`src/rtl/smpl_unpack_pkg.sv`:
```
package smpl_unpack_pkg;
   typedef enum logic [1:0] {
      WM_16  = 2'b00,
      WM_20  = 2'b01,
      WM_24  = 2'b10,
      WM_RAW = 2'b11
   } width_mode_e;

   localparam int BASE_SMPL_W = 16;  // narrowest sample width
   localparam int STEP_SMPL_W = 4;   // width step between sample modes
   localparam int NUM_SMPL_MD = 3;   // sample modes before raw
   localparam int HALF_W      = 16;  // packed half width
   localparam int RAW_AUD_LSB = 8;
   localparam int RAW_AUD_W   = 20;
   localparam int RAW_AUX_LSB = 4;
   localparam int RAW_PRE_LSB = 0;
   localparam int RAW_P_BIT   = 31;
   localparam int RAW_C_BIT   = 30;
   localparam int RAW_U_BIT   = 29;
   localparam int RAW_V_BIT   = 28;
   localparam int FIELD_W     = 4;   // aux and preamble width
endpackage

```
`src/rtl/smpl_field_decode.sv`:
```
module smpl_field_decode
   import smpl_unpack_pkg::*;
#(
   parameter int WORD_W = 32,
   parameter int SLOT_W = 24
) (
   input  logic [WORD_W-1:0]  word,
   input  width_mode_e        mode,
   input  logic               packed_md,
   input  logic               second,
   output logic [SLOT_W-1:0]  audio,
   output logic               vbit,
   output logic               ubit,
   output logic               cbit,
   output logic               pbit,
   output logic               par_auto,
   output logic [FIELD_W-1:0] aux,
   output logic [FIELD_W-1:0] pre
);
   localparam int NUM_HALF = WORD_W / HALF_W;

   logic [SLOT_W-1:0] smpl_cand [NUM_SMPL_MD];
   logic [SLOT_W-1:0] half_cand [NUM_HALF];
   logic [SLOT_W-1:0] raw_slot;

   // one left-justified candidate per sample width
   for (genvar i = 0; i < NUM_SMPL_MD; i++) begin : g_width
      localparam int SW = BASE_SMPL_W + STEP_SMPL_W * i;
      assign smpl_cand[i] = SLOT_W'(word[SW-1:0]) << (SLOT_W - SW);
   end

   // one candidate per packed half, lowest half first (left)
   for (genvar j = 0; j < NUM_HALF; j++) begin : g_half
      assign half_cand[j] = SLOT_W'(word[HALF_W*j +: HALF_W]) << (SLOT_W - HALF_W);
   end

   assign raw_slot = SLOT_W'(word[RAW_AUD_LSB +: RAW_AUD_W]) << (SLOT_W - RAW_AUD_W);

   always_comb begin
      audio    = '0;
      vbit     = 1'b0;
      ubit     = 1'b0;
      cbit     = 1'b0;
      pbit     = 1'b0;
      par_auto = 1'b1;
      aux      = '0;
      pre      = '0;
      unique case (mode)
         WM_16:   audio = packed_md ? half_cand[second] : smpl_cand[0];
         WM_20:   audio = smpl_cand[1];
         WM_24:   audio = smpl_cand[2];
         WM_RAW: begin
            audio    = raw_slot;
            pbit     = word[RAW_P_BIT];
            cbit     = word[RAW_C_BIT];
            ubit     = word[RAW_U_BIT];
            vbit     = word[RAW_V_BIT];
            par_auto = 1'b0;
            aux      = word[RAW_AUX_LSB +: FIELD_W];
            pre      = word[RAW_PRE_LSB +: FIELD_W];
         end
         default: audio = '0;
      endcase
   end
endmodule

```
`src/rtl/smpl_hold_seq.sv`:
```
module smpl_hold_seq
   import smpl_unpack_pkg::*;
#(
   parameter int WORD_W = 32
) (
   input  logic              clk,
   input  logic              rst_n,
   input  logic              in_valid,
   output logic              in_ready,
   input  logic [WORD_W-1:0] in_word,
   input  width_mode_e       in_mode,
   input  logic              in_pack,
   output logic              out_valid,
   input  logic              out_ready,
   output logic [WORD_W-1:0] word_q,
   output width_mode_e       mode_q,
   output logic              packed_q,
   output logic              second_q
);
   logic full_q;
   logic last_sub;
   logic in_fire;
   logic out_fire;

   assign last_sub  = !packed_q || second_q;
   assign out_valid = full_q;
   assign out_fire  = full_q && out_ready;
   assign in_ready  = !full_q || (out_ready && last_sub);
   assign in_fire   = in_valid && in_ready;

   always_ff @(posedge clk) begin
      if (!rst_n) begin
         full_q   <= 1'b0;
         word_q   <= '0;
         mode_q   <= WM_16;
         packed_q <= 1'b0;
         second_q <= 1'b0;
      end else if (in_fire) begin
         full_q   <= 1'b1;
         word_q   <= in_word;
         mode_q   <= in_mode;
         packed_q <= in_pack && (in_mode == WM_16);
         second_q <= 1'b0;
      end else if (out_fire) begin
         if (!last_sub) second_q <= 1'b1;
         else           full_q   <= 1'b0;
      end
   end

   // left half taken -> right half follows at once
   assert_pair_order_R4: assert property (@(posedge clk) disable iff (!rst_n)
      out_fire && packed_q && !second_q |=> out_valid && second_q && packed_q);

   // no new word while the left half of a pair is still held
   assert_no_accept_midpair_R7: assert property (@(posedge clk) disable iff (!rst_n)
      full_q && packed_q && !second_q |-> !in_ready);

   // the pack flag never survives capture with a wider mode
   assert_pack_ignored_R5: assert property (@(posedge clk) disable iff (!rst_n)
      full_q && (mode_q != WM_16) |-> !packed_q);

   // data only appears after a handshake on the input side
   assert_fill_source_R10: assert property (@(posedge clk) disable iff (!rst_n)
      $rose(out_valid) |-> $past(in_valid && in_ready));
endmodule

```
`src/rtl/audio_word_unpack.sv`:
```
module audio_word_unpack
   import smpl_unpack_pkg::*;
#(
   parameter int WORD_W = 32,
   parameter int SLOT_W = 24
) (
   input  logic               clk,
   input  logic               rst_n,
   input  logic [1:0]         cfg_width_mode,
   input  logic               cfg_pack,
   input  logic               in_valid,
   output logic               in_ready,
   input  logic [WORD_W-1:0]  in_word,
   output logic               out_valid,
   input  logic               out_ready,
   output logic [SLOT_W-1:0]  out_audio,
   output logic               out_vbit,
   output logic               out_ubit,
   output logic               out_cbit,
   output logic               out_pbit,
   output logic               out_par_auto,
   output logic [FIELD_W-1:0] out_aux,
   output logic [FIELD_W-1:0] out_pre,
   output logic               out_second
);
   localparam int MAX_SMPL_W = BASE_SMPL_W + STEP_SMPL_W * (NUM_SMPL_MD - 1);

   // field positions are fixed, so the word width is too
   if (WORD_W != 32) begin : g_bad_word
      $error("audio_word_unpack: WORD_W must be 32");
   end
   if (SLOT_W < MAX_SMPL_W) begin : g_bad_slot
      $error("audio_word_unpack: SLOT_W below widest sample");
   end

   logic [WORD_W-1:0] word_q;
   width_mode_e       mode_q;
   logic              packed_q;
   logic              second_q;

   smpl_hold_seq #(.WORD_W(WORD_W)) i_seq (
      .clk       (clk),
      .rst_n     (rst_n),
      .in_valid  (in_valid),
      .in_ready  (in_ready),
      .in_word   (in_word),
      .in_mode   (width_mode_e'(cfg_width_mode)),
      .in_pack   (cfg_pack),
      .out_valid (out_valid),
      .out_ready (out_ready),
      .word_q    (word_q),
      .mode_q    (mode_q),
      .packed_q  (packed_q),
      .second_q  (second_q)
   );

   smpl_field_decode #(.WORD_W(WORD_W), .SLOT_W(SLOT_W)) i_dec (
      .word      (word_q),
      .mode      (mode_q),
      .packed_md (packed_q),
      .second    (second_q),
      .audio     (out_audio),
      .vbit      (out_vbit),
      .ubit      (out_ubit),
      .cbit      (out_cbit),
      .pbit      (out_pbit),
      .par_auto  (out_par_auto),
      .aux       (out_aux),
      .pre       (out_pre)
   );

   assign out_second = second_q;

   // stalled output keeps every field
   assert_hold_stable_R6: assert property (@(posedge clk) disable iff (!rst_n)
      out_valid && !out_ready |=> out_valid && $stable(out_audio) && $stable(out_second)
         && $stable({out_vbit, out_ubit, out_cbit, out_pbit, out_par_auto, out_aux, out_pre}));

   // automatic parity goes with cleared word-carried fields
   assert_nonraw_flags_R3: assert property (@(posedge clk) disable iff (!rst_n)
      out_valid && out_par_auto |-> !(out_vbit || out_ubit || out_cbit || out_pbit)
         && (out_aux == '0) && (out_pre == '0));
endmodule

```
`config.mk`:
```
export PLATFORM = sky130hd
export DESIGN_NAME = audio_word_unpack
export DESIGN_NICKNAME = d
export VERILOG_FILES = /design/src/rtl/smpl_unpack_pkg.sv /design/src/rtl/smpl_field_decode.sv /design/src/rtl/smpl_hold_seq.sv /design/src/rtl/audio_word_unpack.sv
export SDC_FILE = /design/constraint.sdc
export NUM_CORES = 1
export LEC_CHECK = 0
export BUFFER_PORTS_ARGS = -buffer_cell sky130_fd_sc_hd__clkbuf_2
export CAP_MARGIN = 20
export CORE_ASPECT_RATIO = 1.1
export CORE_MARGIN = 4
export CORE_UTILIZATION = 50
export CTS_CLUSTER_SIZE = 16
export DETAILED_ROUTE_END_ITERATION = 12
export HOLD_SLACK_MARGIN = 0.06
export PLACE_DENSITY_LB_ADDON = 0.15
export SLEW_MARGIN = 20
export SYNTH_ARGS = -nofsm -noshare
export SYNTH_HDL_FRONTEND = slang
export SYNTH_SLANG_ARGS = --single-unit
```
`constraint.sdc`:
```
create_clock -name clk -period 3.8 [get_ports clk]
set_input_delay 0.38 -clock clk [delete_from_list [all_inputs] [get_ports clk]]
set_output_delay 0.38 -clock clk [all_outputs]
set_load 0.01 [all_outputs]
```
# Yosys cells after proc, flatten, opt, wreduce, memory -nomap -nowiden
# Cells that the tools add are included.
dict set report classes {
  reduce_logical 15
  order_cmp 1
  bitwise 3
  mux 15
  n_eq_ne 3
}
# operator count
set op_table {}
lappend op_table {{24-bit two-way mux} 4}
lappend op_table {{24-bit one-hot mux with 4 select lines} 1}
lappend op_table {{1-bit two-way mux} 8}
lappend op_table {{4-bit two-way mux} 2}
lappend op_table {{2-bit equality test, second input constant} 2}
lappend op_table {{1-bit logical AND} 4}
lappend op_table {{2-bit logical NOT} 2}
lappend op_table {{2-bit AND reduction} 2}
lappend op_table {{2-bit nonzero test} 2}
lappend op_table {{2-bit by 1-bit equality test with 1-bit output, second input constant} 1}
lappend op_table {{2-bit greater-or-equal comparator, second input constant} 1}
lappend op_table {{1-bit logical NOT} 2}
lappend op_table {{1-bit logical OR} 2}
lappend op_table {{1-bit NOT} 2}
lappend op_table {{1-bit NOT with 2-bit output} 1}
lappend op_table {{2-bit OR reduction} 1}
dict set report word_totals {
  ff_bits 37
}

# Logic depth before layout (Yosys ltp)
# Gate-level depths: netlist (run 1).
dict set report logic_depth {
  depth_word 7
  depth_mapped 5
  ltp_nobuf 3
}

# By module
# A second synthesis (run 1) with hierarchy kept.
dict set report unflattened {
  cells_unflattened 254
  hier_area_um2 2347.3
}
# mod cells_each seq_area_each_um2 n_inst area_each_um2
set by_module_without_submodules {}
lappend by_module_without_submodules {smpl_hold_seq 166 740.7 1 1531.5}
lappend by_module_without_submodules {smpl_field_decode 88 0.0 1 815.8}

# Worst setup path before layout (run 1)
# Ideal clock, no wire load.
dict set report synth_timing {
  path_type {reg-to-output}
  startpoint {reg i_seq.second_q}
  endpoint {out out_audio[12]}
  stages_incl_launch_ff 5
  arrival_ns 1.439
  setup_slack_ns 1.981
  cell_sequence {dfxtp_1 > nand2_4 > buf_6 > mux2_4 > mux4_2}
}
dict set report synth_via {
  elab_chain_len 6
}
# element line_no
set synth_lines {}
lappend synth_lines {{from (decl)} smpl_hold_seq.sv:18} ;# output logic second_q
lappend synth_lines {{from (signal assigned)} smpl_hold_seq.sv:37} ;# second_q <= 1'b0;
lappend synth_lines {{from (signal assigned)} smpl_hold_seq.sv:43} ;# second_q <= 1'b0;
lappend synth_lines {{from (signal assigned)} smpl_hold_seq.sv:45} ;# if (!last_sub) second_q <= 1'b1;
lappend synth_lines {{1-bit NOT with 2-bit output (implied by the code)} smpl_field_decode.sv:49} ;# WM_16: audio = packed_md ? half_cand[second] : smpl_cand[0];
lappend synth_lines {{24-bit two-way mux (implied by the code) (3 in a row)} smpl_field_decode.sv:49}
lappend synth_lines {{24-bit two-way mux} smpl_field_decode.sv:49}
lappend synth_lines {{24-bit one-hot mux with 4 select lines} smpl_field_decode.sv:48} ;# unique case (mode)
lappend synth_lines {{to (decl)} audio_word_unpack.sv:16} ;# output logic [SLOT_W-1:0] out_audio,
# Every way passes these cells. The select of a mux whose other input is x is not followed.

# Worst setup path after layout (run 1)
dict set report layout_timing {
  startpoint {reg i_seq.mode_q[0]}
  endpoint {out out_audio[22]}
}
dict set report layout_via {
  elab_chain_len 2
  elab_cells_between_ends 5
  cone_classes {eq/ne (3); mux (1); reduce/logical (1)}
}
# element line_no
set layout_lines {}
lappend layout_lines {{from (decl)} smpl_hold_seq.sv:16} ;# output width_mode_e mode_q,
lappend layout_lines {{from (signal assigned)} smpl_hold_seq.sv:41} ;# mode_q <= in_mode;
lappend layout_lines {{2-bit equality test, or another cell as far along} smpl_field_decode.sv:48}
lappend layout_lines {{24-bit one-hot mux with 4 select lines (*)} smpl_field_decode.sv:48}
# Mark *: on every way between the ends. The rest lies on a longest branch, timed or not.

==> flow_summary_export.csv, run 1 <==
group,metric,value,unit
status,status,"finished, final reports clean",
timing,slew_headroom,35.2,%
placed_design,dpl_cell_area,2780,µm²
clock_tree,cts_hold_buf,0,
floorplan,die_area,5930,µm²
floorplan,start_util,51.6,%
detailed_routing,drc,0,
setup_path,crit_required,3.42,ns
timing,clock.fmax,385,MHz
global_route,grt_max_degree,49,
clock_tree,post-cts-setup-buffer-count,0,
timing,fin_crit_sh,68.4,%
timing,worst_slack,1.20,ns
timing,final.setup.tns,0,ns
timing,slew_viol_final,0,
timing,worstMarginPinSlew,0.970,ns
setup_path,endpoint_kind,"primary output",
floorplan,die_x,73.8,µm
detailed_routing,via_count,2141,
logic_synthesis,yosysWarningCount,0,
clock_tree,cts-buffers-inserted,5,
hold_path,holdCritStartpoint,"in_word[18]",
detailed_routing,via_per_inst,5.41,
clock_tree,cts.path.max_buffers,2,
cells_and_area,area_growth,20.2,%
setup_path,cp_slowest_cell,"dfxtp_1",
power_and_ir_drop,pwr_density_cell,336,nW/µm²
logic_synthesis,synth.distinct_cells,28,
logic_synthesis,synthesis.area,2380,µm²
placed_design,gp_congestion,0.764,
setup_path,worst_setup_path_start_kind,"flip-flop",
clock_tree,root_buffer,"clkbuf_8",
placed_design,dp_hpwl,4360,µm
clock_tree,ctsResizeCount,0,
floorplan,fp.dieH,80.4,µm
timing,hold_viol,0,
detailed_routing,drt_iter0_markers,101,
global_route,grt_first_pass_wirelength,9880,µm
logic_synthesis,synth_area_per_cell,8.66,µm²
cells_and_area,fin_area,2860,µm²
setup_path,max_stage_delay,0.81,ns
clock_tree,clock_sinks,37,
power_and_ir_drop,peakVddDrop,0.201,mV
setup_path,rr_endpoint,"i_seq.word_q[19]$_SDFFE_PN0P_",
flow_run,drv_cap,0,
timing,finalClockSkew,0.00645,ns
placed_design,dp_slack,1.56,ns
hold_path,min_delay_path_depth,3,
cells_and_area,nets,379,
power_and_ir_drop,leakagePower,1.45,nW
detailed_routing,wl,6020,µm
cells_and_area,drive_gt1_share,35.0,%
setup_path,crit-reg2reg-launch,"i_seq.second_q$_SDFFE_PP0P_",
placed_design,port_buffers,78,
setup_path,path_cells,"buf_4, mux2_2, nand2_1, o31ai_1, clkbuf_2",
setup_path,r2r_slack,1.62,ns
cells_and_area,final_cell_mix,"81 x nand2_1, 78 x clkbuf_2, 37 x dfxtp_1, 35 x mux2i_1, 20 x and3_1",
global_route,grt_overflow,0,
timing,setup_violations,0,
timing,rsz0062_at_grt,"false",
cells_and_area,final_common_cell,"nand2_1",
setup_path,r2r_cells,4,
timing,final.min_clock_period,2.60,ns
cells_and_area,antennaDiodeCount,0,
setup_path,critPathKind,"flip-flop to primary output",
detailed_routing,wl_per_cell,15.2,µm
clock_tree,clkTransAtPathRegs,0.07,ns
clock_tree,cts_tree,"yes",
logic_synthesis,mappedNetlistNets,314,
logic_synthesis,ys_seq_elements,37,
global_route,antenna_found_initial,0,
floorplan,core-area,4620,µm²
cells_and_area,fill_cells,435,
detailed_routing,dr.pass1.iters,4,
clock_tree,clk_latency,0.29,ns
floorplan,io_pins,79,
global_route,grt_pass1_vias,2033,
logic_synthesis,synth-seq-area-share,31.1,%
logic_synthesis,synthesis.instances,275,
setup_path,crit_path_max_fanout,26,
hold_path,min_to,"i_seq.word_q[18]$_SDFFE_PN0P_",
detailed_routing,ant_nets,0,
global_route,grt_usage,21.4,%
clock_tree,htreeDepth,2,
floorplan,num_rows,26,
hold_path,min-delay-path-class,"input pin to flip-flop",
setup_path,arrival,2.22,ns
==> where the power goes <==
part | leakage (nW) | internal (W) | switching, W | total (W)
Sequential | 0.305 | 0.000417 | 0.0000465 | 0.000464
Combinational | 1.10 | 0.000116 | 0.000106 | 0.000222
Clock | 0.0443 | 0.000144 | 0.000134 | 0.000278
==> synth_stat cells <==
library cell | instances | share of area, %
mux2_1 | 1 | 0.47
o31ai_1 | 8 | 2.5
dfxtp_1 | 37 | 31
nor2b_1 | 11 | 2.9
a21boi_0 | 2 | 0.63
mux2i_1 | 35 | 15
nand2_1 | 81 | 13
nand3_1 | 2 | 0.42
and2b_1 | 1 | 0.32
buf_6 | 1 | 0.47
nor2_1 | 1 | 0.16
o22ai_1 | 1 | 0.26
and2_1 | 4 | 1.1
inv_1 | 2 | 0.32
a22o_1 | 3 | 1.1
mux2_4 | 2 | 1.3
buf_2 | 6 | 1.3
mux4_2 | 8 | 7.6
buf_1 | 2 | 0.32
mux2_2 | 17 | 8.0
o21ai_0 | 2 | 0.42
a211oi_1 | 8 | 2.5
and3_1 | 20 | 5.3
buf_4 | 3 | 0.95
clkbuf_1 | 14 | 2.2
nand2_4 | 1 | 0.47
o21a_1 | 1 | 0.32
nand2b_1 | 1 | 0.26
==> routing by layer <==
| layer | vias to the layer above | track usage, % | routed length [µm] |
|---|---|---|---|
| met1 | 978 | 27.6 | 2660 |
| met2 | 77 | 35.2 | 2820 |
| met3 | 9 | 4.88 | 439 |
| li1 | 1077 | - | - |
| met4 | 0 | 6.70 | 104 |
| met5 | - | 0 | 0 |
==> cells by family after synthesis <==
| family | share of synthesized area, % |
|---|---|
| muxes | 32.0 |
| buffers and inverters | 5.51 |
| and+or+nand+nor | 23.6 |
| DFF | 31.1 |
| AOI/OAI and AO/OA | 7.77 |
==> how the worst max path moves through the flow <==
stage                                      start            end  slack, ns  cells after the start
floorplan            i_seq.second_q$_SDFFE_PP0P_  out_audio[12]       1.98                      4
global placement    i_seq.mode_q[0]$_SDFFE_PN0P_   out_audio[5]       1.60                      4
detailed placement  i_seq.mode_q[0]$_SDFFE_PN0P_  out_audio[22]       1.56                      5
CTS                 i_seq.mode_q[0]$_SDFFE_PN0P_  out_audio[22]       1.23                      5
global route        i_seq.mode_q[0]$_SDFFE_PN0P_  out_audio[20]       1.06                      5
finish              i_seq.mode_q[0]$_SDFFE_PN0P_  out_audio[22]       1.20                      5
==> worst max-delay path: cells and delay by family, from the launching register on <==
family / cells / cell delay [ns]
AOI/OAI and AO/OA: 1 / 0.09
DFF: 1 / 0.81
buffers and inverters: 2 / 0.57
muxes: 1 / 0.37
and+or+nand+nor: 1 / 0.07
==> registers in the layout, indices dropped and copies added (netlist names) <==
signal	cells
i_seq.mode_q	2
i_seq.second_q	1
i_seq.word_q	32
i_seq.packed_q	1
i_seq.out_valid	1
==> metrics by stage <==
stage / hold slack, ns / utilization (%) / cells / total power [W]
after detailed placement: 0.464 / 60.1 / 389 / 0.000695
after floorplan: 0.439 / - / 275 / 0.000612
after global routing: 0.324 / 62.0 / 396 / 0.00101
after CTS: 0.308 / 62.0 / 396 / 0.000970
final: 0.311 / 62.0 / 396 / 0.000963
after global placement: 0.457 / 60.1 / 389 / 0.000690
==> final cells by class <==
cell class / instances / area, µm² / area share, %
flip-flops and latches: 37 / 741 / 25.9
multi-input cells: 210 / 1520 / 53.2
repair buffers: 84 / 435 / 15.2
inverters: 2 / 7.51 / 0.262
well taps: 56 / 70.1 / 2.45
clock buffers: 7 / 86.3 / 3.01
Power figures use the tool's default switching activity.
==> run 2: changes to the inputs <==
Settings changed: CORE_UTILIZATION 50 to 46.
Clock period 3.8 ns to 2.25 ns, I/O delays scaled along.
==> run 2 against run 1 <==
Compared with the run above: non-clock buffer count is 4 higher; global-route usage is 2.0 points lower; die area increased by 7.8%; clock skew is 0.00097 ns higher; clock power grew 68%; sequential share of layout area is 0.26 points lower; power up 69%; combinational power up 74%; count of clock-buffer cells in the layout did not move; cell count rose by 1.5%; setup slack got worse by 1.0 ns; via count increased by 0.51%; critical path type unchanged; critical endpoint is now out_audio[16].
==> flow_summary_export.csv, run 2 (same netlist as run 1, synthesis figures left out) <==
group,metric,value,unit
status,status,"finished, final reports clean",
cells_and_area,drive_gt1_share,36.0,%
floorplan,num_rows,27,
floorplan,core-area,5000,µm²
timing,final.min_clock_period,2.05,ns
cells_and_area,top_regs,"i_seq.word_q (32), i_seq.mode_q (2)",
timing,rsz0062_at_grt,"false",
cells_and_area,final_common_cell,"nand2_1",
clock_tree,root_buffer,"clkbuf_8",
placed_design,place_inst,395,
timing,final.setup.tns,0,ns
clock_tree,htreeDepth,2,
hold_path,min-delay-path-class,"input pin to flip-flop",
global_route,grt_max_degree,40,
power_and_ir_drop,leakagePower,1.47,nW
setup_path,worst_setup_path_start_kind,"flip-flop",
timing,fin_crit_sh,91.2,%
global_route,grt_pass1_vias,2032,
clock_tree,ctsResizeCount,0,
detailed_routing,drc,0,
timing,clock.fmax,487,MHz
floorplan,io_pins,79,
timing,setup_violations,0,
detailed_routing,via_count,2152,
placed_design,dp_hpwl,4520,µm
global_route,grt_usage,19.5,%
setup_path,crit_path_max_fanout,22,
power_and_ir_drop,peakVddDrop,0.268,mV
clock_tree,clock_sinks,37,
cells_and_area,area_growth,21.6,%
timing,slew_headroom,71.2,%
timing,slew_viol_final,0,
cells_and_area,final_cell_mix,"81 x nand2_1, 78 x clkbuf_2, 36 x dfxtp_1, 35 x mux2i_1, 20 x and3_1",
global_route,grt_first_pass_wirelength,10000,µm
detailed_routing,via_per_inst,5.35,
detailed_routing,dr.pass1.iters,4,
clock_tree,cts.path.max_buffers,2,
cells_and_area,fill_cells,486,
setup_path,endpoint_kind,"primary output",
global_route,grt_overflow,0,
timing,worstMarginPinSlew,0.432,ns
cells_and_area,largest_register_ffs,32,
clock_tree,cts_hold_buf,0,
detailed_routing,wl_per_cell,15.1,µm
setup_path,arrival,1.83,ns
timing,finalClockSkew,0.00742,ns
setup_path,critPathKind,"flip-flop to primary output",
floorplan,start_util,47.6,%
detailed_routing,drt_iter0_markers,146,
placed_design,gp_congestion,0.848,
cells_and_area,layout.cells.non_filler,402,
cells_and_area,antennaDiodeCount,0,
setup_path,crit_required,2.03,ns
detailed_routing,wl,6070,µm
cells_and_area,top_register,"i_seq.word_q",
power_and_ir_drop,pwr_density_cell,561,nW/µm²
clock_tree,cts-buffers-inserted,5,
global_route,antenna_found_initial,0,
clock_tree,cts_tree,"yes",
detailed_routing,ant_nets,0,
floorplan,fp.dieH,83.5,µm
timing,hold_viol,0,
clock_tree,clk_latency,0.29,ns
clock_tree,post-cts-setup-buffer-count,0,
placed_design,port_buffers,78,
clock_tree,clkTransAtPathRegs,0.07,ns
floorplan,die_area,6400,µm²
floorplan,die_x,76.6,µm
cells_and_area,nets,383,
flow_run,drv_cap,0,
## run 2: changes by cell type in the layout (fill, tap and decap cells not counted)
cell | previous run | this run
buf_4 | 6 | 10
dfxtp_2 | 0 | 1
dfxtp_1 | 37 | 36
## run 2: metrics by stage
stage               setup slack (ns)  util, %  hold WS (ns)  instance area [µm²]  power (W)
CTS                            0.182     58.0         0.146                 2900    0.00165
detailed placement             0.518     56.2         0.461                 2810    0.00118
global route                  0.0737     58.0         0.157                 2900    0.00172
finish                         0.198     58.0         0.158                 2900    0.00163
global placement               0.552     56.2         0.454                 2810    0.00117
floorplan                      0.586        -         0.349                 2380    0.00103
## run 2: routing by layer
layer	global-route usage, %	vias up	share of wire, %
met5	0	-	0
met1	25.7	997	45
met4	5.93	0	1.3
li1	-	1089	-
met2	30.9	60	47
met3	5.40	6	5.9
## run 2: final cells by class
class / instances / area [µm²] / area share, %
Clock buffer: 7 / 86.3 / 2.98
Sequential cell: 37 / 742 / 25.6
Timing Repair Buffer: 88 / 465 / 16.1
Tap cell: 58 / 72.6 / 2.50
Multi-Input combinational cell: 210 / 1520 / 52.6
Inverter: 2 / 7.51 / 0.259
## run 2: path summary, 6_finish.rpt
kind / from / endpoint / slack [ns] / depth (start not counted)
min reg2reg: i_seq.word_q[28]$_SDFFE_PN0P_ / i_seq.word_q[28]$_SDFFE_PN0P_ / 0.47 / 2
max: i_seq.mode_q[0]$_SDFFE_PN0P_ / out_audio[16] / 0.20 / 5
min: in_word[1] / i_seq.word_q[1]$_SDFFE_PN0P_ / 0.16 / 3
max reg2reg: i_seq.second_q$_SDFFE_PP0P_ / i_seq.packed_q$_SDFFE_PN0P_ / 0.58 / 5
## run 2: power by group
part / internal, W / leakage, nW / switching (W)
logic: 0.000199 / 1.12 / 0.000188
registers: 0.000705 / 0.306 / 0.0000674
clock network: 0.000243 / 0.0443 / 0.000223
total: 0.00115 / 1.47 / 0.000479
## run 2: critical path: stages (launching register included)
cell      delay [ns]
dfxtp_2         0.56
buf_4           0.32
mux2_2          0.36
nand2_1         0.06
o31ai_1         0.08
clkbuf_2        0.15
==> run 3: changes to the inputs <==
Settings changed: CORE_UTILIZATION 46 to 50.
Clock period 2.25 ns to 2.3 ns, I/O delays scaled along.
==> run 3 against run 2 <==
Compared with the run above: count of clock-buffer cells in the layout increased by 1; power decreased by 3.1%; combinational power about the same; setup slack improved by 0.11 ns; register-to-register slack improved by 0.20 ns; highest routed layer unchanged.
==> flow_summary_export.csv, run 3 (same netlist as run 1, synthesis figures left out) <==
group,metric,value,unit
status,status,"finished, final reports clean",
cells_and_area,utilization,62.7,%
clock_tree,cts_tree,"yes",
setup_path,worst_setup_path_start_kind,"flip-flop",
clock_tree,root_buffer,"clkbuf_8",
cells_and_area,largest_register_ffs,32,
setup_path,critPathKind,"flip-flop to primary output",
cells_and_area,drive_gt1_share,35.0,%
clock_tree,cts_hold_buf,0,
timing,fin_crit_sh,86.8,%
clock_tree,clkTransAtPathRegs,0.08,ns
setup_path,endpoint_kind,"primary output",
cells_and_area,fill_cells,452,
hold_path,min-delay-path-class,"input pin to flip-flop",
setup_path,crit_path_max_fanout,43,
placed_design,port_buffers,78,
flow_run,drv_cap,0,
setup_path,crit_required,2.07,ns
cells_and_area,final_cell_mix,"81 x nand2_1, 78 x clkbuf_2, 37 x dfxtp_1, 35 x mux2i_1, 20 x and3_1",
floorplan,die_area,5930,µm²
clock_tree,post-cts-setup-buffer-count,0,
detailed_routing,wl_per_cell,14.8,µm
cells_and_area,top_regs,"i_seq.word_q (32), i_seq.mode_q (2)",
power_and_ir_drop,peakVddDrop,0.285,mV
timing,final.setup.tns,0,ns
placed_design,dpl_cell_area,2820,µm²
floorplan,fp.dieH,80.4,µm
setup_path,arrival,1.77,ns
cells_and_area,nets,381,
cells_and_area,final_common_cell,"nand2_1",
detailed_routing,dr.pass1.iters,5,
timing,finalClockSkew,0.0103,ns
placed_design,gp_congestion,0.805,
detailed_routing,drt_iter0_markers,175,
placed_design,place_inst,391,
floorplan,core-area,4620,µm²
global_route,grt_pass1_vias,2030,
cells_and_area,layout.cells.non_filler,399,
global_route,antenna_found_initial,0,
setup_path,cp_slowest_cell,"dfxtp_1",
clock_tree,htreeDepth,2,
setup_path,cpLargestDelayFamily,"flip-flops",
detailed_routing,wl,5920,µm
timing,final.min_clock_period,2.00,ns
clock_tree,clk_latency,0.29,ns
detailed_routing,drc,0,
setup_path,path_cells,"buf_12, mux2_2, a22o_1, clkbuf_2",
floorplan,die_x,73.8,µm
global_route,grt_max_degree,44,
global_route,grt_usage,20.8,%
clock_tree,cts.path.max_buffers,2,
global_route,grt_first_pass_wirelength,9690,µm
setup_path,max_stage_delay,0.52,ns
detailed_routing,ant_nets,0,
clock_tree,ctsResizeCount,0,
setup_path,r2r_slack,0.78,ns
detailed_routing,via_count,2145,
global_route,grt_overflow,0,
timing,worstMarginPinSlew,0.349,ns
cells_and_area,top_register,"i_seq.word_q",
cells_and_area,area_growth,21.6,%
timing,slew_headroom,76.7,%
floorplan,start_util,51.6,%
power_and_ir_drop,leakagePower,1.46,nW
timing,slew_viol_final,0,
power_and_ir_drop,pwr_density_cell,544,nW/µm²
cells_and_area,fin_area,2900,µm²
timing,hold_viol,0,
timing,holdWs,0.164,ns
detailed_routing,via_per_inst,5.38,
timing,clock.fmax,501,MHz
timing,setup_violations,0,
floorplan,num_rows,26,
clock_tree,clock_sinks,37,
floorplan,io_pins,79,
placed_design,dp_hpwl,4320,µm
timing,rsz0062_at_grt,"false",
clock_tree,cts-buffers-inserted,5,
cells_and_area,antennaDiodeCount,0,
setup_path,path_buf_inv,2,
## run 3: cell types whose count changed in the layout (fill, tap and decap cells not counted), sizes merged
cell / delta
buf: -2
clkbuf: +1
## run 3: layer usage
layer	part of all wire, %	track usage (%)	wire length (µm)
met1	46	27.0	2710
met2	47	34.8	2790
met3	6.7	5.26	397
met4	0.29	3.80	17
met5	0	0	0
## run 3: final timing paths
check,startpoint,endpoint,cells after the start
worst max-delay path,i_seq.mode_q[0]$_SDFFE_PN0P_,out_audio[6],4
worst min-delay path,in_word[15],i_seq.word_q[15]$_SDFFE_PN0P_,3
worst max register to register,i_seq.second_q$_SDFFE_PP0P_,i_seq.word_q[7]$_SDFFE_PN0P_,5
worst min register to register,i_seq.word_q[28]$_SDFFE_PN0P_,i_seq.word_q[28]$_SDFFE_PN0P_,2
## run 3: metrics by stage
step                      setup WS, ns  total power (W)
after floorplan                  0.631          0.00101
after global placement           0.605          0.00115
after detailed placement         0.603          0.00115
after CTS                        0.287          0.00159
after global routing             0.214          0.00166
final                            0.303          0.00158
## run 3: final cells by class
| class | instances | area (µm²) | share of cell area (%) |
|---|---|---|---|
| Multi-Input combinational cell | 210 | 1520 | 52.6 |
| Sequential cell | 37 | 741 | 25.6 |
| Timing Repair Buffer | 86 | 475 | 16.4 |
| Clock buffer | 8 | 80.1 | 2.76 |
| Tap cell | 56 | 70.1 | 2.42 |
| Inverter | 2 | 7.51 | 0.259 |
## run 3: where the power goes
| part | switching [W] | internal [W] |
|---|---|---|
| Sequential | 0.0000612 | 0.000689 |
| Clock | 0.000223 | 0.000216 |
| Combinational | 0.000189 | 0.000198 |
| Total | 0.000473 | 0.00110 |
## run 3: worst reg2reg max path, delay by kind of cell (launching register included)
kind | cells | cell delay [ns]
compound gates | 1 | 0.15
mux | 1 | 0.23
buf+inv | 2 | 0.46
simple gates | 1 | 0.24
flops | 1 | 0.37
